## src/rtl/sr_pkg.sv

```systemverilog
`timescale 1ns/1ps
package sr_pkg;

  typedef enum logic [2:0] {
    ST_READY,  // scheduler owns the bus
    ST_PRE,    // precharge-all on the bus
    ST_WRP,    // precharge wait
    ST_ENTER,  // entry command, CKE drops
    ST_RES,    // resident in self-refresh
    ST_XIT,    // CKE high, NOP fill
    ST_REF,    // mandatory refresh
    ST_RFW     // refresh wait
  } sr_state_e;

  typedef struct packed {
    logic cs_n;
    logic ras_n;
    logic cas_n;
    logic we_n;
  } dram_cmd_t;

  localparam dram_cmd_t CMD_NOP = '{cs_n: 1'b0, ras_n: 1'b1, cas_n: 1'b1, we_n: 1'b1};
  localparam dram_cmd_t CMD_PRE = '{cs_n: 1'b0, ras_n: 1'b0, cas_n: 1'b1, we_n: 1'b0};
  localparam dram_cmd_t CMD_RFS = '{cs_n: 1'b0, ras_n: 1'b0, cas_n: 1'b0, we_n: 1'b1};

  // Wait state placed between two commands that must be n cycles apart:
  // the state lasts load+1 cycles, so load = n-2 (minimum gap 2).
  function automatic int gap_load(int n);
    return (n > 2) ? n - 2 : 0;
  endfunction

  // Interval whose first cycle is the state's own first cycle:
  // the span is load+1 cycles, so load = n-1 (minimum span 1).
  function automatic int span_load(int n);
    return (n > 1) ? n - 1 : 0;
  endfunction

endpackage

```

## src/rtl/sr_timer.sv

```systemverilog
`timescale 1ns/1ps
module sr_timer #(
  parameter int W = 8
) (
  input  logic         clk,
  input  logic         rst_n,
  input  logic         load,
  input  logic [W-1:0] load_val,
  output logic         done
);
  logic [W-1:0] cnt_q;

  always_ff @(posedge clk or negedge rst_n) begin
    if (!rst_n)            cnt_q <= '0;
    else if (load)         cnt_q <= load_val;
    else if (cnt_q != '0)  cnt_q <= cnt_q - 1'b1;
  end

  assign done = (cnt_q == '0);
endmodule

```

## src/rtl/sr_cmd_decode.sv

```systemverilog
`timescale 1ns/1ps
module sr_cmd_decode
  import sr_pkg::*;
(
  input  sr_state_e state,
  input  logic      hold_done,
  input  logic      wake_req,
  input  logic      odt_req,
  output dram_cmd_t cmd,
  output logic      cke,
  output logic      odt,
  output logic      clk_stop_ok,
  output logic      ready
);
  always_comb begin
    cmd = CMD_NOP;
    cke = 1'b1;
    unique case (state)
      ST_PRE:   cmd = CMD_PRE;
      ST_ENTER: begin cmd = CMD_RFS; cke = 1'b0; end
      ST_RES:   cke = 1'b0;
      ST_REF:   cmd = CMD_RFS;
      default:  cmd = CMD_NOP;
    endcase
  end

  assign ready       = (state == ST_READY) || ((state == ST_RFW) && hold_done);
  assign odt         = ready && odt_req;
  assign clk_stop_ok = (state == ST_RES) && !wake_req;
endmodule

```

## src/rtl/dram_selfref_seq.sv

```systemverilog
`timescale 1ns/1ps
module dram_selfref_seq
  import sr_pkg::*;
#(
  parameter int CNT_W = 8
) (
  input  logic             clk,
  input  logic             rst_n,
  input  logic             sleep_req,
  input  logic             wake_req,
  input  logic             clk_stable,
  input  logic             odt_req,
  input  logic [CNT_W-1:0] cfg_pre_wait,
  input  logic [CNT_W-1:0] cfg_min_sleep,
  input  logic [CNT_W-1:0] cfg_exit_cmd,
  input  logic [CNT_W-1:0] cfg_exit_hold,
  input  logic [CNT_W-1:0] cfg_ref_wait,
  output logic             cs_n,
  output logic             ras_n,
  output logic             cas_n,
  output logic             we_n,
  output logic             cke,
  output logic             odt,
  output logic             clk_stop_ok,
  output logic             ready
);
  sr_state_e state_q, state_d;
  logic             step_done, hold_done;
  logic             step_load, hold_load;
  logic [CNT_W-1:0] step_val,  hold_val;
  dram_cmd_t        cmd;

  // named events for the checker and waveforms
  logic ev_sleep_accept, ev_exit_start, ev_wake_ok;
  assign ev_wake_ok      = wake_req && clk_stable;
  assign ev_sleep_accept = (state_q == ST_READY) && sleep_req;
  assign ev_exit_start   = (state_q == ST_RES) && step_done && ev_wake_ok;

  always_comb begin
    state_d = state_q;
    unique case (state_q)
      ST_READY: if (sleep_req)              state_d = ST_PRE;
      ST_PRE:                               state_d = ST_WRP;
      ST_WRP:   if (step_done)              state_d = ST_ENTER;
      ST_ENTER:                             state_d = ST_RES;
      ST_RES:   if (ev_exit_start)          state_d = ST_XIT;
      ST_XIT:   if (step_done)              state_d = ST_REF;
      ST_REF:                               state_d = ST_RFW;
      ST_RFW:   if (step_done && hold_done) state_d = ST_READY;
      default:                              state_d = ST_READY;
    endcase
  end

  always_ff @(posedge clk or negedge rst_n) begin
    if (!rst_n) state_q <= ST_READY;
    else        state_q <= state_d;
  end

  // Step timer: reloaded on every state change with the wait of the new state.
  assign step_load = (state_d != state_q);
  always_comb begin
    unique case (state_d)
      ST_WRP:  step_val = CNT_W'(gap_load(int'(cfg_pre_wait)));
      ST_RES:  step_val = CNT_W'(gap_load(int'(cfg_min_sleep)));
      ST_XIT:  step_val = CNT_W'(span_load(int'(cfg_exit_cmd)));
      ST_RFW:  step_val = CNT_W'(gap_load(int'(cfg_ref_wait)));
      default: step_val = '0;
    endcase
  end

  // Hold timer: started when CKE rises, runs across exit, refresh and refresh wait.
  assign hold_load = (state_d == ST_XIT) && (state_q != ST_XIT);
  assign hold_val  = CNT_W'(span_load(int'(cfg_exit_hold)));

  sr_timer #(.W(CNT_W)) u_step (
    .clk(clk), .rst_n(rst_n), .load(step_load), .load_val(step_val), .done(step_done)
  );

  sr_timer #(.W(CNT_W)) u_hold (
    .clk(clk), .rst_n(rst_n), .load(hold_load), .load_val(hold_val), .done(hold_done)
  );

  sr_cmd_decode u_dec (
    .state(state_q), .hold_done(hold_done), .wake_req(wake_req), .odt_req(odt_req),
    .cmd(cmd), .cke(cke), .odt(odt), .clk_stop_ok(clk_stop_ok), .ready(ready)
  );

  assign cs_n  = cmd.cs_n;
  assign ras_n = cmd.ras_n;
  assign cas_n = cmd.cas_n;
  assign we_n  = cmd.we_n;
endmodule

```

## config.mk

```make
export PLATFORM = sky130hd
export DESIGN_NAME = dram_selfref_seq
export DESIGN_NICKNAME = d
export VERILOG_FILES = /design/src/rtl/sr_pkg.sv /design/src/rtl/sr_timer.sv /design/src/rtl/sr_cmd_decode.sv /design/src/rtl/dram_selfref_seq.sv
export SDC_FILE = /design/constraint.sdc
export NUM_CORES = 1
export LEC_CHECK = 0
export BUFFER_PORTS_ARGS = -buffer_cell sky130_fd_sc_hd__buf_2
export CORE_ASPECT_RATIO = 0.8
export CORE_MARGIN = 3
export CORE_UTILIZATION = 55
export CTS_BUF_LIST = sky130_fd_sc_hd__clkbuf_4 sky130_fd_sc_hd__clkbuf_8
export DETAILED_ROUTE_END_ITERATION = 6
export PLACE_DENSITY = 0.92
export SLEW_MARGIN = 20
export SYNTH_ARGS = -nofsm -noshare
export SYNTH_HDL_FRONTEND = slang
export SYNTH_HIERARCHICAL = 1
export SYNTH_SLANG_ARGS = --single-unit
```

## constraint.sdc

```tcl
create_clock -name clk -period 8.8 [get_ports clk]
set_input_delay 1.76 -clock clk [delete_from_list [all_inputs] [get_ports clk]]
set_output_delay 1.76 -clock clk [all_outputs]
set_load 0.1 [all_outputs]
```

### Word level (Yosys, flattened, before mapping)

Cells that the tools add are included.

* register bits: 19
* input port bits: 46
* output and inout port bits: 8
* word-level logic and storage cells: 65

* add/sub/neg operators: 7
* $lt $le $gt $ge: 5
* eq/ne operators: 13
* mux-type cells: 18
* reduce and logical (&&, ||, !) cells: 19

Operators by type and width (number)
* 2-to-1 mux 8 bit: 9
* one-hot mux 8 bit (4 select lines): 1
* subtractor 8 x 1 -> 8 bit, second input constant: 4
* > comparator 8 x 2 -> 1 bit, second input constant: 3
* one-hot mux 3 bit (8 select lines): 1
* subtractor 8 x 2 -> 8 bit, second input constant: 3
* equality test 3 bit, second input constant: 7
* > comparator 8 x 1 -> 1 bit, second input constant: 2
* logical NOT 8 bit: 2
* nonzero test 8 bit: 2
* 2-to-1 mux 3 bit: 5
* equality test 3 x 2 -> 1 bit, second input constant: 3
* logical AND 1 bit: 8
* one-hot mux 3 bit (2 select lines): 1
* nonzero test 2 bit: 2
* OR reduction 2 bit: 2
* equality test 3 x 1 -> 1 bit, second input constant: 1
* logical NOT 3 bit: 1
* != test 3 bit: 1
* != test 3 bit, second input constant: 1
* logical NOT 1 bit: 1
* logical OR 1 bit: 1
* 2-to-1 mux 1 bit: 1

### Depth between registers and ports, before layout

Gate-level depths: netlist (run 1).

* word-level depth: 8
* depth in mapped cells: 13
* depth with buffers taken out: 11

### By module

The synthesis (run 1) kept the hierarchy.

Modules (own cells, without submodules)
* dram_selfref_seq: times used 1, cells an instance 155, area an instance 1181.1 sq um, seq. area each 75.1 sq um
* sr_timer: times used 2, cells an instance 54, area an instance 476.7 sq um, seq. area each 200.2 sq um
* sr_cmd_decode: times used 1, cells an instance 15, area an instance 91.3 sq um, seq. area each 0.0 sq um

### Worst setup path after synthesis (run 1)

No wires, ideal clock.

* path type: input port to output port
* start: in wake_req
* end: out clk_stop_ok
* arrival time: 3948 ps
* data required time: 7040 ps
* path slack: 3092 ps
* cell stages on the path: 1
* path buffers: 0
* path through: nor3b_1

* longest elaborated chain between the ends: 2

Ends and longest elaborated chain
* from (decl): line dram_selfref_seq.sv:10 `input logic wake_req,`
* logical NOT 1 bit: line sr_cmd_decode.sv:29 `assign clk_stop_ok = (state == ST_RES) && !wake_req;`
* logical AND 1 bit: line sr_cmd_decode.sv:29
* to (decl): line dram_selfref_seq.sv:24 `output logic clk_stop_ok,`

Every way passes these cells.

### Final worst setup path (run 1)

* start: reg u_hold.cnt_q[0]
* end: out odt

* longest elaborated chain between the ends: 4

Ends and longest elaborated chain
* from (decl): line sr_timer.sv:11 `logic [W-1:0] cnt_q;`
* from (signal assigned): line sr_timer.sv:15 `else if (load) cnt_q <= load_val;`
* from (signal assigned): line sr_timer.sv:16 `else if (cnt_q != '0) cnt_q <= cnt_q - 1'b1;`
* logical NOT 8 bit: line sr_timer.sv:19 `assign done = (cnt_q == '0);`
* via hold_done: line dram_selfref_seq.sv:28 `logic step_done, hold_done;`
* logical AND 1 bit: line sr_cmd_decode.sv:27 `assign ready = (state == ST_READY) || ((state == ST_RFW) && hold_done);`
* logical OR 1 bit: line sr_cmd_decode.sv:27
* logical AND 1 bit: line sr_cmd_decode.sv:28 `assign odt = ready && odt_req;`
* to (decl): line dram_selfref_seq.sv:23 `output logic odt,`

The timed path passes the listed nets, and every way through them passes these cells.

==> run_results.csv, run 1 <==
group,metric,value,unit
clocking,post_cts_resized,0,
clocking,cts_buffers,3,
synthesis,synthTopCellsByArea,"dfrtp_1 21%, xnor2_1 7.1%, ha_1 5.1%, nor2_1 4.2%, o221ai_2 4.0%",
final_layout,drive_gt1_share,22.4,%
sta,fmax,226,MHz
power_and_ir_drop,peakVddDrop,0.194,mV
drt,vias_per_cell,6.18,
worst_setup_path,crit_fanout,7,
sta,worst_pin_slew,0.843,ns
clocking,clockBufferDepth,2,
sta,hold_viol,0,
worst_setup_path,path_buf_inv,2,
final_layout,fillers,336,
grt,grt_max_degree,20,
synthesis,yosysTopAreaCellShare,21.4,%
place,gp_congestion,0.863,
worst_setup_path,cp_top_family,"simple AND/OR/NAND/NOR gates",
synthesis,async_flop_share,100,%
sta,layout_min_cycle_time,4.42,ns
power_and_ir_drop,power.total,654,uW
final_layout,fin_nets,382,
synthesis,synth.most_common_cell,"nor2_1",
drt,vias,2353,
final_layout,multi_input_area,1590,um^2
clocking,cts_tree,"yes",
drt,detail-route-antenna-nets,0,
worst_setup_path,r2r_cells,10,
worst_setup_path,required,7.04,ns
clocking,clkSlewWorstSetupHoldPaths,0.07,ns
drt,drtIter0Drc,175,
outcome,outcome,"finished clean",
synthesis,yosysWarnings,6,
power_and_ir_drop,p_leak,1.03,nW
worst_setup_path,r2r_setup_slack,4.82,ns
sta,timing.final.ws_setup,4.38,ns
place,portBuffers,52,
worst_setup_path,r2r_end,"u_step/cnt_q[5]$_DFFE_PN0P_",
synthesis,avgSynthCellArea,8.01,um^2
worst_setup_path,crit_arrival,2.66,ns
floorplan,die_x,77.1,um
clocking,cts_hold_buf,0,
grt,overflow,0,
clocking,ctsHtreeMaxLevel,1,
final_layout,area.sequential,475,um^2
worst_setup_path,crit_path_cell_trace,"inv_1, ha_1, or3b_1, nor2_1, nand4_1, a21boi_1, buf_2",
synthesis,synth_cells,278,
floorplan,fp.coreArea,3850,um^2
min_path,worstHoldStart,"u_step/cnt_q[7]$_DFFE_PN0P_",
sta,skew,0.00844,ns
synthesis,syn-num-nets,333,
synthesis,synth_area,2230,um^2
power_and_ir_drop,p_per_area,258,nW/um^2
floorplan,fp.dieH,62.9,um
synthesis,post-synth-top-area-cell,"dfrtp_1",
sta,grt_setup_unrepaired,"false",
drt,wl_per_cell,14.3,um
worst_setup_path,path_class,"flop to primary output",
min_path,min_to,"u_step/cnt_q[6]$_DFFE_PN0P_",
sta,setup_tns,0,ns
worst_setup_path,r2r_start,"u_step/cnt_q[0]$_DFFE_PN0P_",
place,hpwl,4400,um
synthesis,synth.distinct_cells,57,
synthesis,synth-seq-cells,19,
final_layout,insertedDiodeCount,0,
grt,grt_pass1_vias,2170,
sta,min_period_over_period,50.2,%
synthesis,synthFlopType,"dfrtp_1",
min_path,whs_path_depth,2,
worst_setup_path,cp-end-kind,"primary output",
synthesis,synth-edff-count,0,
clocking,post-cts-setup-buffers,0,
drt,drcViolationCount,0,
synthesis,ys_seq_area_share,21.4,%
run,maxCapViolCount,0,
min_path,min_path_type,"flop to flop",
final_layout,areaGrowthSynthToFinish,13.8,%
clocking,clk_latency,0.26,ns
floorplan,rows,20,
grt,antenna_found_initial,0,
clocking,clock_sinks,19,
floorplan,fp.dieArea,4850,um^2
drt,drt-total-wl,5460,um
worst_setup_path,cp_slowest_cell,"or3b_1",
floorplan,start_util,57.8,%
place,pre_cts_ws,4.58,ns
grt,grtUsageTotal,23.1,%
clocking,cts-root-buf,"clkbuf_8",
sta,maxSlewHeadroom,43.6,%
worst_setup_path,crit_path_max_incr_delay,0.48,ns
drt,firstDrtPassIters,4,
grt,grt_pass1_wl,9460,um
worst_setup_path,startpoint_type,"flop",
sta,maxSlewViolCount,0,
sta,setup_viol,0,
floorplan,io_pins,54,
synthesis,synth_commonest_cells,"25 x nor2_1, 23 x nand2_1, 22 x inv_1",
==> cells in the final DEF, fill, tap and decap left out, types with 2 or more instances in the layout <==
cell | Yosys | routed
buf_2 | 0 | 52
nor2_1 | 25 | 25
nand2_1 | 23 | 23
inv_1 | 22 | 22
dfrtp_1 | 19 | 19
xnor2_1 | 18 | 18
nor3_1 | 16 | 16
o21ai_0 | 10 | 10
nand3_1 | 9 | 9
a21oi_1 | 9 | 9
nor4_1 | 9 | 9
ha_1 | 9 | 9
or4_1 | 7 | 7
or3_1 | 7 | 7
xor2_1 | 7 | 7
nor3b_1 | 6 | 6
o22a_1 | 6 | 6
o221ai_2 | 6 | 6
o31ai_1 | 6 | 6
nand2b_1 | 5 | 5
nand4_1 | 4 | 4
a221oi_1 | 3 | 3
o31a_1 | 3 | 3
a21boi_0 | 3 | 3
clkbuf_8 | 0 | 3
a211oi_1 | 2 | 2
or3b_1 | 2 | 2
o311ai_0 | 2 | 2
o41ai_1 | 2 | 2
a31oi_1 | 2 | 2
a2bb2oi_1 | 2 | 2
o22ai_1 | 2 | 2
==> stage by stage <==
stage	cells	area, um^2	util (%)	hold WS [ns]
2_1_floorplan	278	2230	-	0.554
3_3_place_gp	377	2490	64.5	0.591
3_5_place_dp	377	2490	64.5	0.604
4_1_cts	381	2530	65.7	0.616
5_1_grt	381	2530	65.7	0.645
6_report	381	2530	65.7	0.613
==> per-layer routing <==
| layer | up-vias | GRT usage, % | wire length [um] |
|---|---|---|---|
| li1 | 1136 | - | - |
| met1 | 1098 | 34.2 | 2510 |
| met2 | 112 | 35.2 | 2400 |
| met3 | 7 | 4.76 | 516 |
| met4 | 0 | 3.56 | 37 |
| met5 | - | 0 | 0 |
==> final cells by class <==
class                      instances  area share [%]
tap                               55            2.72
clock inverter                     1           0.198
timing repair buffer              53            10.6
multi-input combinational        228            62.8
clock buffer                       3            1.63
sequential                        19            18.8
inverter                          22            3.26
==> kinds of logic (layout without fill, tap and decap cells) <==
logic type / after synthesis / count (layout) / share of synthesized area [%]
DFF: 19 / 19 / 21.4
adders and majority gates: 9 / 9 / 5.06
and+or+nand+nor: 123 / 123 / 30.1
muxes: 2 / 2 / 0.956
buffers and inverters: 31 / 79 / 7.14
xor gates and xnor gates: 25 / 25 / 9.84
AOI/OAI and AO/OA: 68 / 68 / 25.4
other: 1 / 1 / 0.168
==> where the power goes <==
group          internal, mW  total, mW  switching, mW
Sequential            0.130      0.196         0.0659
Combinational         0.160      0.397          0.236
Clock                0.0315     0.0609         0.0294
Total                 0.322      0.654          0.332
==> flip-flops by register name (all words and copies together), names as in the netlist <==
name / cells
u_step/cnt_q: 8
u_hold/cnt_q: 8
state_q: 3
==> tightest hold or removal path: stages (launching register included) <==
cell and delay (ns):
dfrtp_1 0.41, nand4_1 0.09, nand3_1 0.07
==> worst max-delay path by stage <==
stage	startpoint	endpoint	depth (start not counted)
final	u_hold/cnt_q[0]$_DFFE_PN0P_	odt	7
after global routing	u_hold/cnt_q[0]$_DFFE_PN0P_	odt	7
after CTS	u_hold/cnt_q[0]$_DFFE_PN0P_	odt	7
after detailed placement	wake_req	clk_stop_ok	3
after global placement	wake_req	clk_stop_ok	3
after floorplan	wake_req	clk_stop_ok	1
Power figures use the tool's default switching activity.
==> inputs of run 2 (changes only) <==
ABC_AREA = 1   (was default)
CORE_UTILIZATION = 52   (was 55)
PLACE_DENSITY = 0.9   (was 0.92)
clock period = 3.7 ns   (was 8.8 ns; I/O delays follow)
==> run_results.csv, run 2 <==
group,metric,value,unit
worst_setup_path,cp_slowest_cell,"xor2_2",
clocking,clock_sinks,19,
worst_setup_path,crit_fanout,18,
final_layout,areaGrowthSynthToFinish,14.2,%
synthesis,avgSynthCellArea,6.01,um^2
sta,setup_tns,0,ns
synthesis,ys_seq_area_share,18.8,%
floorplan,die_x,84.1,um
worst_setup_path,path_buf_inv,2,
clocking,ctsHtreeMaxLevel,1,
final_layout,reg_top3,"u_hold/cnt_q x8, u_step/cnt_q x8, state_q x3",
sta,layout_min_cycle_time,2.85,ns
clocking,clockBufferDepth,2,
sta,hold_viol,0,
synthesis,syn-num-nets,477,
run,maxCapViolCount,0,
sta,fmax,351,MHz
final_layout,drive_gt1_share,19.4,%
power_and_ir_drop,peakVddDrop,0.623,mV
clocking,post_cts_resized,0,
grt,grt_max_degree,20,
drt,vias_per_cell,5.29,
floorplan,rows,22,
final_layout,fin_nets,531,
worst_setup_path,required,3.89,ns
drt,detail-route-antenna-nets,0,
synthesis,yosysWarnings,6,
sta,maxSlewViolCount,0,
sta,skew,0.00764,ns
power_and_ir_drop,p_leak,1.59,nW
outcome,outcome,"finished clean",
worst_setup_path,cp-end-kind,"flop",
drt,vias,2832,
synthesis,synth-seq-cells,19,
drt,firstDrtPassIters,5,
synthesis,yosysTopAreaCellShare,18.8,%
final_layout,final_cell_mix,"105 x nand2_1, 77 x nor2_1, 63 x inv_1, 52 x buf_2, 46 x nand3_1",
clocking,post-cts-setup-buffers,0,
floorplan,fp.dieH,68.5,um
clocking,cts-root-buf,"clkbuf_8",
clocking,clkSlewWorstSetupHoldPaths,0.08,ns
worst_setup_path,startpoint_type,"flop",
sta,timing.hold.ws,0.411,ns
synthesis,post-synth-top-area-cell,"dfrtp_1",
synthesis,synthFlopType,"dfrtp_1",
clocking,clk_latency,0.26,ns
floorplan,fp.coreArea,4650,um^2
synthesis,synth.distinct_cells,35,
floorplan,fp.dieArea,5750,um^2
place,hpwl,4950,um
sta,min_period_over_period,77.0,%
drt,drcViolationCount,0,
synthesis,synth-edff-count,0,
final_layout,final_common_cell,"nand2_1",
synthesis,async_flop_share,100,%
final_layout,stdcell_count,535,
grt,grtUsageTotal,20.8,%
place,placed_area,2850,um^2
synthesis,synth_commonest_cells,"105 x nand2_1, 77 x nor2_1, 63 x inv_1",
min_path,min_path_type,"input pin to asynchronous set/reset pin",
worst_setup_path,path_class,"flop to flop",
power_and_ir_drop,p_per_area,704,nW/um^2
drt,drt-total-wl,6020,um
worst_setup_path,crit_arrival,3.04,ns
worst_setup_path,crit_path_cell_trace,"inv_1, ha_1, nand2_4, nor2_8, nand3_2, nand2_4, nand2_2, o21ai_4, xor2_2, inv_1, nand2_4, a21boi_1",
sta,setup_viol,0,
place,portBuffers,52,
clocking,cts_tree,"yes",
worst_setup_path,cp_top_family,"simple AND/OR/NAND/NOR gates",
synthesis,synth_area,2530,um^2
worst_setup_path,critPathMostFrequentCell,"nand2_4",
grt,grt_pass1_vias,2438,
synthesis,synth_cells,422,
clocking,cts_buffers,3,
floorplan,io_pins,54,
floorplan,start_util,54.5,%
sta,grt_setup_unrepaired,"false",
drt,wl_per_cell,11.2,um
place,dp.cells,531,
synthesis,synthTopCellsByArea,"dfrtp_1 19%, nand2_1 16%, nor2_1 11%, inv_1 9.3%, nand3_1 9.1%",
worst_setup_path,crit_path_max_incr_delay,0.43,ns
drt,drtIter0Drc,213,
place,gp_congestion,0.878,
final_layout,insertedDiodeCount,0,
synthesis,synth.most_common_cell,"nand2_1",
grt,grt_pass1_wl,9980,um
grt,antenna_found_initial,0,
grt,overflow,0,
final_layout,fin_area,2900,um^2
clocking,cts_hold_buf,0,
run 2: changes by cell type after synthesis, sizes merged, moves of 7 or more:
cell and change:
nand4 +13, o221ai -7, or4 -8, o31ai -7
nor4 -8, nor2 +63, inv +42, or3 -8
xnor2 -9, nand2 +89, nor3 -11, nand3 +40
o21ai +12
run 2: layout make-up:
class                           instances  area, um^2
Fill cell                             432        1760
Inverter                               64         240
Clock inverter                          1        5.00
Tap cell                               60        75.1
Sequential cell                        19         475
Clock buffer                            3        41.3
Timing Repair Buffer                   53         268
Multi-Input combinational cell        335        1790
run 2: per-stage QoR:
step	worst slack [ns]	power (mW)	utilization [%]
final	0.850	2.04	62.2
after global routing	0.576	2.22	62.2
after CTS	0.872	2.04	62.2
after detailed placement	0.866	1.88	61.2
after global placement	1.03	1.81	61.2
after floorplan	0.157	1.62	-
run 2: final timing paths:
path	start	to	slack (ns)	cells past startpoint
worst max-delay path	u_step/cnt_q[0]$_DFFE_PN0P_	u_step/cnt_q[4]$_DFFE_PN0P_	0.85	12
worst min-delay path	rst_n	u_hold/cnt_q[6]$_DFFE_PN0P_	0.41	1
worst max register to register	u_step/cnt_q[0]$_DFFE_PN0P_	u_step/cnt_q[4]$_DFFE_PN0P_	0.85	12
worst min register to register	u_hold/cnt_q[1]$_DFFE_PN0P_	u_hold/cnt_q[1]$_DFFE_PN0P_	0.57	2
max in group asynchronous	rst_n	u_step/cnt_q[5]$_DFFE_PN0P_	2.97	1
min in group clk	u_hold/cnt_q[1]$_DFFE_PN0P_	u_hold/cnt_q[1]$_DFFE_PN0P_	0.57	2
run 2: where the power goes:
group          total, mW  internal, mW  switching (mW)
sequential         0.437         0.317           0.120
clock              0.150        0.0751          0.0752
combinational       1.45         0.441            1.01
total               2.04         0.833            1.21
run 2: routing by layer:
layer / vias to the layer above / GRT usage, % / wire length [um]
li1: 1443 / - / -
met4: 0 / 4.62 / 31
met3: 6 / 3.13 / 421
met2: 107 / 36.5 / 2850
met5: - / 0 / 0
met1: 1276 / 27.3 / 2710
run 2: kinds of logic after synthesis:
family | share of synthesized area (%)
compound gates | 7.95
other cells | 0.148
buf+inv | 10.6
xor+xnor | 6.86
simple gates | 51.2
fa+ha+maj | 4.44
flops | 18.8
==> inputs of run 3 (changes only) <==
clock period = 2.45 ns   (was 3.7 ns; I/O delays follow)
==> run_results.csv, run 3 (synthesis results as in run 2) <==
group,metric,value,unit
clocking,post_cts_resized,0,
grt,grt_max_degree,20,
worst_setup_path,crit_path_cell_trace,"inv_1, ha_1, nand2_4, nor2_8, nand3_2, nand2_4, nand2_2, o21ai_4, xor2_2, buf_4, o21ai_0, nand2_1, o21ai_2",
sta,skew,0.00123,ns
power_and_ir_drop,peakVddDrop,0.808,mV
sta,setup_tns,0,ns
sta,min_period_over_period,94.7,%
drt,vias_per_cell,5.32,
sta,maxSlewViolCount,0,
worst_setup_path,path_class,"flop to flop",
grt,overflow,0,
clocking,clk_latency,0.26,ns
drt,drt-total-wl,6450,um
final_layout,final_cell_mix,"104 x nand2_1, 77 x nor2_1, 63 x inv_1, 50 x buf_2, 46 x nand3_1",
drt,firstDrtPassIters,5,
clocking,cts_hold_buf,0,
sta,timing.final.ws_setup,0.130,ns
final_layout,insertedDiodeCount,0,
drt,vias,2874,
grt,grt_pass1_vias,2610,
min_path,min_path_type,"input pin to asynchronous set/reset pin",
final_layout,areaGrowthSynthToFinish,17.6,%
floorplan,start_util,54.5,%
worst_setup_path,cp-end-kind,"flop",
sta,setup_viol,0,
clocking,clkSlewWorstSetupHoldPaths,0.07,ns
floorplan,die_x,84.1,um
sta,hold_viol,0,
final_layout,drive_gt1_share,20.8,%
worst_setup_path,crit_arrival,2.48,ns
final_layout,fin_area,2980,um^2
drt,drcViolationCount,0,
power_and_ir_drop,p_leak,1.63,nW
final_layout,fillers,415,
final_layout,final_common_cell,"nand2_1",
place,portBuffers,52,
place,hpwl,5220,um
clocking,cts_buffers,3,
floorplan,rows,22,
worst_setup_path,required,2.61,ns
final_layout,utilization,64.1,%
final_layout,fin_nets,536,
sta,layout_min_cycle_time,2.32,ns
clocking,cts-root-buf,"clkbuf_8",
grt,grt_pass1_wl,10700,um
place,placed_area,2920,um^2
grt,grtUsageTotal,22.4,%
worst_setup_path,critPathMostFrequentCell,"nand2_4",
worst_setup_path,crit_path_max_incr_delay,0.39,ns
worst_setup_path,cp_slowest_cell,"dfrtp_1",
floorplan,fp.dieArea,5750,um^2
place,gp_congestion,0.896,
floorplan,fp.coreArea,4650,um^2
clocking,post-cts-setup-buffers,0,
floorplan,io_pins,54,
clocking,cts_tree,"yes",
clocking,ctsHtreeMaxLevel,1,
worst_setup_path,crit_fanout,11,
grt,antenna_found_initial,0,
drt,detail-route-antenna-nets,0,
final_layout,reg_top3,"u_hold/cnt_q x8, u_step/cnt_q x8, state_q x3",
worst_setup_path,startpoint_type,"flop",
outcome,outcome,"finished clean",
power_and_ir_drop,p_per_area,1090,nW/um^2
sta,fmax,431,MHz
clocking,clock_sinks,19,
drt,drtIter0Drc,178,
drt,wl_per_cell,11.9,um
run,maxCapViolCount,0,
clocking,clockBufferDepth,2,
floorplan,fp.dieH,68.5,um
place,pre_cts_ws,0.131,ns
[run 3: area by class of cell]
type / instances / area [um^2] / share of cell area [%]
sequential: 19 / 475 / 15.9
tap: 60 / 75.1 / 2.52
multi-input combinational: 335 / 1810 / 60.6
timing repair buffer: 58 / 339 / 11.4
clock buffer: 3 / 41.3 / 1.38
inverter: 64 / 240 / 8.06
clock inverter: 1 / 5.00 / 0.168
[run 3: path summary, 6_finish.rpt]
path                            depth (start not counted)                        start  slack (ns)                          end
min in group clk                                        2  u_step/cnt_q[1]$_DFFE_PN0P_        0.57  u_step/cnt_q[1]$_DFFE_PN0P_
worst max-delay path                                   13  u_step/cnt_q[0]$_DFFE_PN0P_        0.13  u_step/cnt_q[1]$_DFFE_PN0P_
worst min-delay path                                    1                        rst_n        0.15  u_hold/cnt_q[7]$_DFFE_PN0P_
max in group asynchronous                               1                        rst_n        2.00  u_step/cnt_q[5]$_DFFE_PN0P_
worst max register to register                         13  u_step/cnt_q[0]$_DFFE_PN0P_        0.13  u_step/cnt_q[1]$_DFFE_PN0P_
worst min register to register                          2  u_step/cnt_q[1]$_DFFE_PN0P_        0.57  u_step/cnt_q[1]$_DFFE_PN0P_
[run 3: metal layers]
metal	track usage, %	wire (um)	up-vias
met2	43.9	3210	89
met1	26.9	2850	1322
li1	-	-	1451
met5	0	0	-
met4	3.82	65	0
met3	2.89	320	12
[run 3: through the flow]
stage / power [mW] / hold WS (ns) / std cells
2_1_floorplan: 2.46 / 0.194 / 422
4_1_cts: 3.20 / 0.167 / 540
6_report: 3.25 / 0.154 / 540
3_3_place_gp: 2.88 / 0.450 / 536
5_1_grt: 3.53 / 0.184 / 540
3_5_place_dp: 2.98 / 0.449 / 536
[run 3: worst max-delay path: cells and delay by family (launching register included)]
kind / cells / cell delay (ns)
xor+xnor: 1 / 0.20
buf+inv: 2 / 0.32
flops: 1 / 0.39
fa+ha+maj: 1 / 0.24
compound gates: 3 / 0.35
simple gates: 6 / 0.71
[run 3: report_power, final]
group          leakage [nW]  switching (mW)  internal, mW
Combinational          1.38            1.57         0.790
Sequential            0.226           0.184         0.480
Clock                0.0255           0.111         0.113
